### config.mk
export PLATFORM = sky130hd
export DESIGN_NAME = vic_prio_ctrl
export DESIGN_NICKNAME = d
export VERILOG_FILES = /design/src/rtl/vic_pkg.sv /design/src/rtl/vic_prio_regs.sv /design/src/rtl/vic_arbiter.sv /design/src/rtl/vic_prio_ctrl.sv
export SDC_FILE = /design/constraint.sdc
export NUM_CORES = 1
export LEC_CHECK = 0
export BUFFER_PORTS_ARGS = -buffer_cell sky130_fd_sc_hd__clkbuf_2
export CAP_MARGIN = 20
export CORE_ASPECT_RATIO = 0.7
export CORE_UTILIZATION = 63
export DETAILED_ROUTE_END_ITERATION = 8
export PLACE_DENSITY = 0.89
export SLEW_MARGIN = 20
export SYNTH_ARGS = -nofsm -noshare
export SYNTH_HDL_FRONTEND = slang
export SYNTH_SLANG_ARGS = --single-unit
### constraint.sdc
create_clock -name clk -period 48.8 [get_ports clk]
set_input_delay 0 -clock clk [delete_from_list [all_inputs] [get_ports clk]]
set_output_delay 0 -clock clk [all_outputs]
set_load 0.01 [all_outputs]
### src/rtl/vic_pkg.sv
// Shared constants of the vectored interrupt priority controller.
// Assumes the base field, source field and two alignment zeros fit into
// one data word.
package vic_pkg;
    localparam int VIC_NUM_SRC      = 28;
    localparam int VIC_LVL_W        = 3;
    localparam int VIC_IDX_W        = 5;
    localparam int VIC_BASE_W       = 16;
    localparam int VIC_DATA_W       = 32;
    localparam int VIC_ADDR_W       = 4;
    localparam int VIC_FIELD_STRIDE = 4;
    localparam int VIC_ALIGN_W      = 2;

    // Register word addresses.
    localparam int ADR_BASE  = 0;
    localparam int ADR_VEC   = 1;
    localparam int ADR_EN    = 2;
    localparam int ADR_NEST  = 3;
    localparam int ADR_PRIO0 = 4;
endpackage

### src/rtl/vic_prio_regs.sv
// Register file: vector base, enable mask, nesting-control bit and packed
// per-source levels, plus a registered read multiplexer.
// Assumes one write per cycle. Source 0 has no storage and reports level 0.
// Reserved bits have no storage and read as zero.
module vic_prio_regs
    import vic_pkg::*;
#(
    parameter int NUM_SRC      = VIC_NUM_SRC,
    parameter int LVL_W        = VIC_LVL_W,
    parameter int BASE_W       = VIC_BASE_W,
    parameter int DATA_W       = VIC_DATA_W,
    parameter int ADDR_W       = VIC_ADDR_W,
    parameter int FIELD_STRIDE = VIC_FIELD_STRIDE
) (
    input  logic                     clk,
    input  logic                     rst_n,
    input  logic [ADDR_W-1:0]        addr_i,
    input  logic                     we_i,
    input  logic [DATA_W-1:0]        wdata_i,
    input  logic [DATA_W-1:0]        vec_i,
    output logic [BASE_W-1:0]        base_o,
    output logic [NUM_SRC-1:0]       en_o,
    output logic                     nest_o,
    output logic [NUM_SRC*LVL_W-1:0] prio_o,
    output logic [DATA_W-1:0]        rdata_o
);
    localparam int FPR = DATA_W / FIELD_STRIDE;

    logic [DATA_W-1:0] rd_d;

    // Store the base, enable mask and nesting bit on addressed writes.
    always_ff @(posedge clk) begin
        if (!rst_n) begin
            base_o <= '0;
            en_o   <= '0;
            nest_o <= 1'b0;
        end else if (we_i) begin
            if (addr_i == ADDR_W'(ADR_BASE)) base_o <= wdata_i[BASE_W-1:0];
            if (addr_i == ADDR_W'(ADR_EN))   en_o   <= wdata_i[NUM_SRC-1:0];
            if (addr_i == ADDR_W'(ADR_NEST)) nest_o <= wdata_i[0];
        end
    end

    // One level register per prioritizable source; source 0 is fixed at 0.
    for (genvar k = 0; k < NUM_SRC; k++) begin : g_lvl
        if (k == 0) begin : g_fixed
            assign prio_o[0 +: LVL_W] = '0;
        end else begin : g_prog
            logic [LVL_W-1:0] lvl_q;
            // Capture this source's slot when its packed register is written.
            always_ff @(posedge clk) begin
                if (!rst_n) begin
                    lvl_q <= '0;
                end else if (we_i && addr_i == ADDR_W'(ADR_PRIO0 + k / FPR)) begin
                    lvl_q <= wdata_i[(k % FPR) * FIELD_STRIDE +: LVL_W];
                end
            end
            assign prio_o[k*LVL_W +: LVL_W] = lvl_q;
        end
    end

    // Select the read word for the presented address.
    always_comb begin
        rd_d = '0;
        if (addr_i == ADDR_W'(ADR_BASE)) begin
            rd_d[BASE_W-1:0] = base_o;
        end else if (addr_i == ADDR_W'(ADR_VEC)) begin
            rd_d = vec_i;
        end else if (addr_i == ADDR_W'(ADR_EN)) begin
            rd_d[NUM_SRC-1:0] = en_o;
        end else if (addr_i == ADDR_W'(ADR_NEST)) begin
            rd_d[0] = nest_o;
        end else begin
            for (int k = 1; k < NUM_SRC; k++) begin
                if (addr_i == ADDR_W'(ADR_PRIO0 + k / FPR)) begin
                    rd_d[(k % FPR) * FIELD_STRIDE +: LVL_W] = prio_o[k*LVL_W +: LVL_W];
                end
            end
        end
    end

    // Register the read data so it is stable for a whole cycle.
    always_ff @(posedge clk) begin
        if (!rst_n) rdata_o <= '0;
        else        rdata_o <= rd_d;
    end
endmodule

### src/rtl/vic_arbiter.sv
// Combinational priority arbiter: picks the requesting source with the
// lowest level number and breaks ties toward the lowest source number.
// Assumes the requests arrive already masked.
module vic_arbiter
    import vic_pkg::*;
#(
    parameter int NUM_SRC = VIC_NUM_SRC,
    parameter int LVL_W   = VIC_LVL_W,
    parameter int IDX_W   = VIC_IDX_W
) (
    input  logic [NUM_SRC-1:0]       req_i,
    input  logic [NUM_SRC*LVL_W-1:0] prio_i,
    output logic                     any_o,
    output logic [IDX_W-1:0]         win_o
);
    logic [LVL_W-1:0] best;

    // Scan upward; only a strictly lower level replaces the current pick.
    always_comb begin
        any_o = 1'b0;
        win_o = '0;
        best  = '0;
        for (int i = 0; i < NUM_SRC; i++) begin
            if (req_i[i] && (!any_o || prio_i[i*LVL_W +: LVL_W] < best)) begin
                any_o = 1'b1;
                best  = prio_i[i*LVL_W +: LVL_W];
                win_o = IDX_W'(i);
            end
        end
    end
endmodule

### src/rtl/vic_prio_ctrl.sv
// Top of the vectored interrupt priority controller. Masks the requests,
// arbitrates them and registers the vector word and the summary IRQ.
// Assumes the pointer table is word aligned at base << (IDX_W + ALIGN_W).
module vic_prio_ctrl
    import vic_pkg::*;
#(
    parameter int NUM_SRC = VIC_NUM_SRC,
    parameter int LVL_W   = VIC_LVL_W,
    parameter int IDX_W   = VIC_IDX_W,
    parameter int BASE_W  = VIC_BASE_W,
    parameter int DATA_W  = VIC_DATA_W,
    parameter int ADDR_W  = VIC_ADDR_W,
    parameter int ALIGN_W = VIC_ALIGN_W
) (
    input  logic               clk,
    input  logic               rst_n,
    input  logic [NUM_SRC-1:0] irq_src_i,
    input  logic [ADDR_W-1:0]  bus_addr_i,
    input  logic               bus_we_i,
    input  logic [DATA_W-1:0]  bus_wdata_i,
    output logic [DATA_W-1:0]  bus_rdata_o,
    output logic               irq_o,
    output logic [DATA_W-1:0]  vec_addr_o
);
    localparam int VEC_USED = BASE_W + IDX_W + ALIGN_W;

    logic [BASE_W-1:0]        base_q;
    logic [NUM_SRC-1:0]       en_q;
    logic                     nest_q;
    logic [NUM_SRC*LVL_W-1:0] prio_flat;
    logic [NUM_SRC-1:0]       req_masked;
    logic                     any_req;
    logic [IDX_W-1:0]         win_idx;
    logic [IDX_W-1:0]         idx_sel;
    logic [DATA_W-1:0]        vec_d;

    vic_prio_regs #(
        .NUM_SRC(NUM_SRC), .LVL_W(LVL_W), .BASE_W(BASE_W),
        .DATA_W(DATA_W), .ADDR_W(ADDR_W), .FIELD_STRIDE(VIC_FIELD_STRIDE)
    ) u_regs (
        .clk(clk), .rst_n(rst_n), .addr_i(bus_addr_i), .we_i(bus_we_i),
        .wdata_i(bus_wdata_i), .vec_i(vec_addr_o), .base_o(base_q),
        .en_o(en_q), .nest_o(nest_q), .prio_o(prio_flat), .rdata_o(bus_rdata_o)
    );

    assign req_masked = irq_src_i & en_q;

    vic_arbiter #(.NUM_SRC(NUM_SRC), .LVL_W(LVL_W), .IDX_W(IDX_W)) u_arb (
        .req_i(req_masked), .prio_i(prio_flat), .any_o(any_req), .win_o(win_idx)
    );

    // Splice base and (nesting-gated) winner into a word-aligned pointer.
    always_comb begin
        idx_sel = nest_q ? win_idx : '0;
        vec_d   = '0;
        vec_d[VEC_USED-1:0] = {base_q, idx_sel, {ALIGN_W{1'b0}}};
    end

    // Register the vector word and the summary interrupt.
    always_ff @(posedge clk) begin
        if (!rst_n) begin
            vec_addr_o <= '0;
            irq_o      <= 1'b0;
        end else begin
            vec_addr_o <= vec_d;
            irq_o      <= any_req;
        end
    end
endmodule

==> results.json, run 1 <==
{
  "highest_layer": "met4",
  "setup_violations": 0,
  "syn2layout_area_growth_pct": 13.94,
  "hpwl_mm": 29.55,
  "cts_tree": "built",
  "finClkSkew_ns": 0.01288,
  "ys_ff_latch": 179,
  "end_kind": "register",
  "synth_edf_count": 0,
  "p_clk_frac": 0.426,
  "seqPwrFrac": 0.464,
  "synth_top_cell_by_area": "dfxtp_1",
  "core_area_sq_um": 17470,
  "num_rows": 40,
  "hold_class": "in2reg",
  "path_depth": 169,
  "ys.warnings.count": 0,
  "ios": 132,
  "crit_arrival_ns": 37.53,
  "grt_start_max_net_pins": 95,
  "dr_total_vias": 12440,
  "die_width_um": 163,
  "antennaDiodeCount": 0,
  "portBuffers": 118,
  "mostFrequentLayoutCell": "nand2_1",
  "ff2ff_setup_slack_ns": 11.62,
  "layout-drive-gt1-share": 0.1392,
  "drt_iter0_markers": 2150,
  "path_clk_slew_ns": 0.08,
  "grt_setup_unrepaired": "false",
  "hold_viol_final": 0,
  "avgSynthCellArea_sq_um": 7.766,
  "antenna_found_initial": 0,
  "gr-total-overflow": 0,
  "async_flop_share": 0,
  "fmax_ghz": 0.02690,
  "seq_area_frac_synth": 0.3135,
  "ant_nets": 0,
  "ir_drop_uv": 20.27,
  "initial_core_util": 0.6544,
  "finalWirelength_mm": 41.23,
  "num-nets-final": 1682,
  "ys_types": 105,
  "vias_per_cell": 6.812,
  "crit_path_top_delay_cell": "a2111oi_0",
  "crit_path_frequent_cell": "ha_1",
  "die_h_um": 114.7,
  "maxCapViolations": 0,
  "endpoint": "vec_addr_o[4]$_SDFF_PP0_",
  "place_congestion": 0.9707,
  "synthFlopType": "dfxtp_1",
  "critPathTopFamily": "compound AO/OA/AOI/OAI gates",
  "route.detailed.drc": 23,
  "first_pass_iters": 9,
  "stdcell_count": 1826,
  "grt_use_total": 0.4349,
  "dpl_worst_slack_ns": 13.22,
  "fin_ws_ns": 11.62,
  "clock-sinks": 179,
  "combPwrFrac": 0.109,
  "status": "finished, violations left",
  "tightest_slew_ns": 1.127,
  "placedCellCount": 1761,
  "crit_start": "u_regs.en_o[0]$_SDFFE_PN0P_",
  "relSlewSlack": 0.2490,
  "layout_min_cycle_time_ns": 37.18,
  "cts_htree_levels": 4,
  "drv_slew": 0,
  "setup_tns_ns": 0,
  "path_class": "reg2reg",
  "clkLatencyLatePin_ns": 0.44,
  "powerDensity_nw_per_um2": 24.85,
  "startpoint_type": "register",
  "grt_pass1_vias": 11240,
  "period_share": 0.7618,
  "numCtsBuffers": 17,
  "max_stage_delay_ns": 0.71,
  "syn_area_sq_um": 11430,
  "total_leakage_power_nw": 5.039,
  "cts_resized": 0,
  "wl_met2_mm": 16.47,
  "grt_pass1_wl_mm": 61.76,
  "dieArea_sq_um": 18700,
  "clock-root-buffer": "clkbuf_16",
  "regToRegStartpoint": "u_regs.en_o[0]$_SDFFE_PN0P_",
  "wl_met1_mm": 16.02,
  "wl_met3_mm": 6.471,
  "r2r_cells": 169,
  "p_sw_uw": 93.78,
  "critPathRequiredTime_ns": 49.15,
  "layout_common_cells": "nand2_1 (357), dfxtp_1 (179), a21boi_0 (136)",
  "clockBufferDepth": 2,
  "internal_power_uw": 229.9,
  "failed_checks": "design-rule violations",
  "cp_num_buf_inv": 18,
  "synthTopCellsByArea": "dfxtp_1 (31%), nand2_1 (12%), a21boi_0 (8.9%), ha_1 (3.6%), a21oi_1 (3.5%)",
  "p_sw_frac": 0.2897,
  "regToRegEndpoint": "vec_addr_o[4]$_SDFF_PP0_",
  "wl_per_cell_um": 22.58,
  "path_max_fanout": 10,
  "syn_inst": 1472,
  "synth_top_area_share": 0.3135
}
==> state kept, by name, indices dropped and copies added, names as in the netlist <==
| signal | flops |
|---|---|
| u_regs.base_o | 16 |
| u_regs.rdata_o | 31 |
| u_regs.g_lvl.g_prog.lvl_q | 81 |
| irq_o | 1 |
| u_regs.en_o | 28 |
| u_regs.nest_o | 1 |
| vec_addr_o | 21 |
==> power by group through the flow <==
| stage | Clock (mW) | Sequential [mW] | Combinational (mW) |
|---|---|---|---|
| finish | 0.138 | 0.150 | 0.0354 |
| global placement | 0 | 0.153 | 0.0306 |
| CTS | 0.137 | 0.150 | 0.0337 |
| floorplan | 0 | 0.152 | 0.0212 |
| detailed placement | 0 | 0.153 | 0.0312 |
| global route | 0.144 | 0.150 | 0.0374 |
==> repair_timing <==
action	in CTS	in global routing
hold buffers	33	0
setup endpoints to repair	0	0
endpoints found under the hold margin	127	0
setup buffers	0	0
==> Yosys cell counts, drive strengths merged, types with 12 or more instances <==
| cell | count |
|---|---|
| a222oi | 22 |
| nor2 | 71 |
| o211ai | 14 |
| nand3 | 32 |
| clkbuf | 62 |
| and2 | 28 |
| nand2b | 12 |
| a21o | 24 |
| a211oi | 12 |
| nor2b | 15 |
| a21oi | 81 |
| nor3 | 13 |
| buf | 17 |
| ha | 33 |
| nand2 | 358 |
| dfxtp | 179 |
| inv | 60 |
| mux2i | 26 |
| a21boi | 137 |
| and3 | 20 |
| a31oi | 17 |
| o21ai | 53 |
==> logic make-up (layout without fill, tap and decap cells) <==
kind of cell / Yosys count / in the layout / synth area share
and+or+nand+nor: 596 / 596 / 0.2370
AOI/OAI and AO/OA: 484 / 484 / 0.3253
DFF: 179 / 179 / 0.3135
buffers and inverters: 139 / 251 / 0.05090
muxes: 37 / 37 / 0.03426
adders and majority gates: 36 / 36 / 0.03875
other: 1 / 12 / 0.0003281
==> tightest hold or removal path: stages <==
cell	delay [ns]
clkbuf_2	0.19
nor2_1	0.14
o21ai_0	0.10
a21oi_1	0.04
==> routing by layer <==
layer | vias up | GRT usage
met5 | - | 0
met4 | 0 | 0.2012
met3 | 216 | 0.1373
met2 | 971 | 0.6343
met1 | 5750 | 0.5850
li1 | 5502 | -
==> how the worst min path moves through the flow <==
stage	start	to	slack, ns	depth (start not counted)
3_3_place_gp	bus_wdata_i[23]	u_regs.en_o[23]$_SDFFE_PN0P_	0.23	3
5_1_grt	bus_addr_i[2]	u_regs.rdata_o[11]$_SDFF_PN0_	0.11	4
4_1_cts	bus_addr_i[2]	u_regs.rdata_o[11]$_SDFF_PN0_	0.07	4
2_1_floorplan	bus_wdata_i[9]	u_regs.g_lvl[18].g_prog.lvl_q[1]$_SDFFE_PN0P_	0.14	2
6_report	bus_addr_i[2]	u_regs.rdata_o[11]$_SDFF_PN0_	0.08	4
3_5_place_dp	bus_wdata_i[23]	u_regs.en_o[23]$_SDFFE_PN0P_	0.24	3
==> final cells by class <==
cell class	instances	area, sq um
Clock buffer	18	429.2
Clock inverter	14	168.9
Fill cell	1269	4442
Inverter	60	225.2
Multi-Input combinational cell	1165	7346
Sequential cell	179	3583
Tap cell	231	289.0
Timing Repair Buffer	159	983.4
==> through the flow <==
step,utilization,hold WS (ns),cell area [sq um],power [mW]
2_1_floorplan,-,0.1449,11470,0.1735
3_3_place_gp,0.6924,0.2333,12090,0.1840
3_5_place_dp,0.6924,0.2422,12090,0.1847
4_1_cts,0.7456,0.06578,13020,0.3203
5_1_grt,0.7457,0.1092,13030,0.3315
6_report,0.7457,0.07623,13030,0.3237
Note: power is estimated with default switching activity, not from simulation.
==> inputs of run 2 (changes only) <==
--- a/config.mk
+++ b/config.mk
@@ -5,12 +5,13 @@
 export SDC_FILE = /design/constraint.sdc
 export NUM_CORES = 1
 export LEC_CHECK = 0
+export ABC_AREA = 1
 export BUFFER_PORTS_ARGS = -buffer_cell sky130_fd_sc_hd__clkbuf_2
 export CAP_MARGIN = 20
 export CORE_ASPECT_RATIO = 0.7
-export CORE_UTILIZATION = 63
+export CORE_UTILIZATION = 53
 export DETAILED_ROUTE_END_ITERATION = 8
-export PLACE_DENSITY = 0.89
+export PLACE_DENSITY = 0.81
 export SLEW_MARGIN = 20
 export SYNTH_ARGS = -nofsm -noshare
 export SYNTH_HDL_FRONTEND = slang
==> constraint.sdc (replaced) <==
create_clock -name clk -period 33.7 [get_ports clk]
set_input_delay 0 -clock clk [delete_from_list [all_inputs] [get_ports clk]]
set_output_delay 0 -clock clk [all_outputs]
set_load 0.01 [all_outputs]
==> results.json, run 2 <==
{
  "total_power_uw": 499.5,
  "fin_ws_ns": 6.972,
  "num_rows": 42,
  "status": "complete, no violations",
  "ff_latch_area_sq_um": 3583,
  "cts_tree": "built",
  "place_congestion": 0.9743,
  "async_flop_share": 0,
  "seq_area_frac_synth": 0.3515,
  "multiInputGateArea_sq_um": 5470,
  "final_area_sq_um": 11870,
  "fill_cells": 1794,
  "synth_top_area_share": 0.3515,
  "ir_drop_uv": 32.78,
  "synth_commonest_cells": "nand2_1 (403), inv_1 (196), dfxtp_1 (179)",
  "hold_viol_final": 0,
  "reg.largest.list": "u_regs.g_lvl.g_prog.lvl_q (81), u_regs.rdata_o (31), u_regs.en_o (28)",
  "ys_ff_latch": 179,
  "clockBufferDepth": 2,
  "syn2layout_area_growth_pct": 16.38,
  "syn_area_sq_um": 10200,
  "wl_per_cell_um": 17.91,
  "die_h_um": 118.0,
  "syn_inst": 1565,
  "total_leakage_power_nw": 5.712,
  "finClkSkew_ns": 0.01864,
  "hpwl_mm": 25.83,
  "layout_common_cells": "nand2_1 (403), inv_1 (196), dfxtp_1 (179)",
  "critPathRequiredTime_ns": 34.06,
  "layout_min_cycle_time_ns": 26.73,
  "finalWirelength_mm": 34.78,
  "synth_edf_count": 0,
  "clock-sinks": 179,
  "synthFlopType": "dfxtp_1",
  "drv_slew": 0,
  "die_width_um": 167.8,
  "cts_setup_buffers": 0,
  "ys_types": 34,
  "largest-register": "u_regs.g_lvl.g_prog.lvl_q",
  "setup_violations": 0,
  "grt_pass1_wl_mm": 54.14,
  "drt_iter0_markers": 1413,
  "dieArea_sq_um": 19810,
  "maxCapViolations": 0,
  "mostFrequentLayoutCell": "nand2_1",
  "synth_top_cell_by_area": "dfxtp_1",
  "cts_htree_levels": 4,
  "first_pass_iters": 5,
  "path_clk_slew_ns": 0.08,
  "vias_per_cell": 5.738,
  "setup_tns_ns": 0,
  "startpoint_type": "register",
  "gr-total-overflow": 0,
  "numCtsBuffers": 17,
  "portBuffers": 118,
  "crit_arrival_ns": 27.08,
  "path_class": "reg2reg",
  "grt_start_max_net_pins": 93,
  "grt_use_total": 0.3589,
  "avgSynthCellArea_sq_um": 6.515,
  "tightest_slew_ns": 0.9400,
  "dr_total_vias": 11140,
  "fin_worst_hold_slack_ns": 0.02593,
  "placed_cell_area_sq_um": 10890,
  "ant_nets": 0,
  "powerDensity_nw_per_um2": 42.10,
  "initial_core_util": 0.5405,
  "path_max_fanout": 9,
  "ios": 132,
  "dpl_worst_slack_ns": 7.672,
  "max_stage_delay_ns": 0.44,
  "grt_pass1_vias": 9864,
  "layout-drive-gt1-share": 0.1330,
  "relSlewSlack": 0.3733,
  "yosysMostFrequentCell": "nand2_1",
  "largest_reg_flops": 81,
  "crit_path_top_delay_cell": "o21ai_0",
  "end_kind": "register",
  "period_share": 0.7931,
  "grt_setup_unrepaired": "false",
  "antenna_found_initial": 1,
  "crit_path_frequent_cell": "nand2_1",
  "fmax_ghz": 0.03741,
  "clkLatencyLatePin_ns": 0.45,
  "num-nets-final": 1786,
  "route.detailed.drc": 0,
  "clock-root-buffer": "clkbuf_16",
  "synthTopCellsByArea": "dfxtp_1 (35%), nand2_1 (15%), nand3_1 (8.2%), a21oi_1 (7.9%), inv_1 (7.2%)",
  "ys.warnings.count": 0,
  "hold_class": "in2reg",
  "core_area_sq_um": 18870
}
run 2: changes by cell type in the layout (fill, tap and decap cells not counted), moves of 28 or more:
cell and delta:
and2_1 -28, nand3_1 +136, o22ai_1 +34, inv_1 +137, a21boi_0 -135, nand2_1 +46
a21oi_1 +79, nand2_2 +30, o21ai_0 +80
run 2: worst paths after layout:
path	slack, ns	cells past startpoint	endpoint	from
max	6.97	215	vec_addr_o[6]$_SDFF_PN0_	u_regs.en_o[1]$_SDFFE_PN0P_
min	0.03	5	irq_o$_SDFF_PN0_	irq_src_i[26]
max reg2reg	6.97	215	vec_addr_o[6]$_SDFF_PN0_	u_regs.en_o[1]$_SDFFE_PN0P_
min reg2reg	0.45	2	vec_addr_o[22]$_SDFF_PN0_	u_regs.base_o[15]$_SDFFE_PN0P_
run 2: layout make-up:
| class | count | share of cell area |
|---|---|---|
| Multi-Input combinational cell | 1098 | 0.4610 |
| Sequential cell | 179 | 0.3020 |
| Timing Repair Buffer | 161 | 0.08393 |
| Inverter | 229 | 0.07349 |
| Clock buffer | 17 | 0.03585 |
| Tap cell | 242 | 0.02552 |
| Clock inverter | 15 | 0.01803 |
| Antenna cell | 1 | 0.0002109 |
run 2: through the flow:
step / util / cells
after floorplan: - / 1576
after global placement: 0.5775 / 1876
after detailed placement: 0.5775 / 1876
after CTS: 0.6289 / 1941
after global routing: 0.6289 / 1941
final: 0.6290 / 1942
run 2: where the power goes:
group,leakage [nW],total (mW),switching [mW],internal (mW)
Combinational,3.96,0.0712,0.0477,0.0235
Sequential,1.45,0.218,0.00268,0.215
Clock,0.307,0.211,0.107,0.104
Total,5.71,0.500,0.157,0.342
run 2: kinds of logic after synthesis:
logic type                 after synthesis  share of synthesized area
DFF                                    179                     0.3515
other                                    1                  0.0003678
AOI/OAI and AO/OA                      356                     0.1865
adders and majority gates               33                    0.04050
buffers and inverters                  299                     0.1161
and+or+nand+nor                        697                     0.3051
run 2: critical path: cells and delay by family (launching register included):
kind / cells / cell delay, ns
flops: 1 / 0.42
compound gates: 28 / 6.87
fa+ha+maj: 26 / 7.60
buf+inv: 29 / 1.59
simple gates: 132 / 10.05
run 2: layer usage:
metal  up-vias  global-route usage  routed length [um]  share of wire
li1       5337                   -                   -              -
met1      5025              0.5213               15010           0.43
met2       686              0.4893               13640           0.39
met3        96             0.09617                4715           0.14
met4         0              0.1594                1412          0.041
met5         -                   0                   0              0
run 2: what timing repair did:
action,CTS,global route
hold buffers,33,0
gates resized for setup,0,0
endpoints found under the hold margin,101,0
endpoints found under the setup margin,0,0
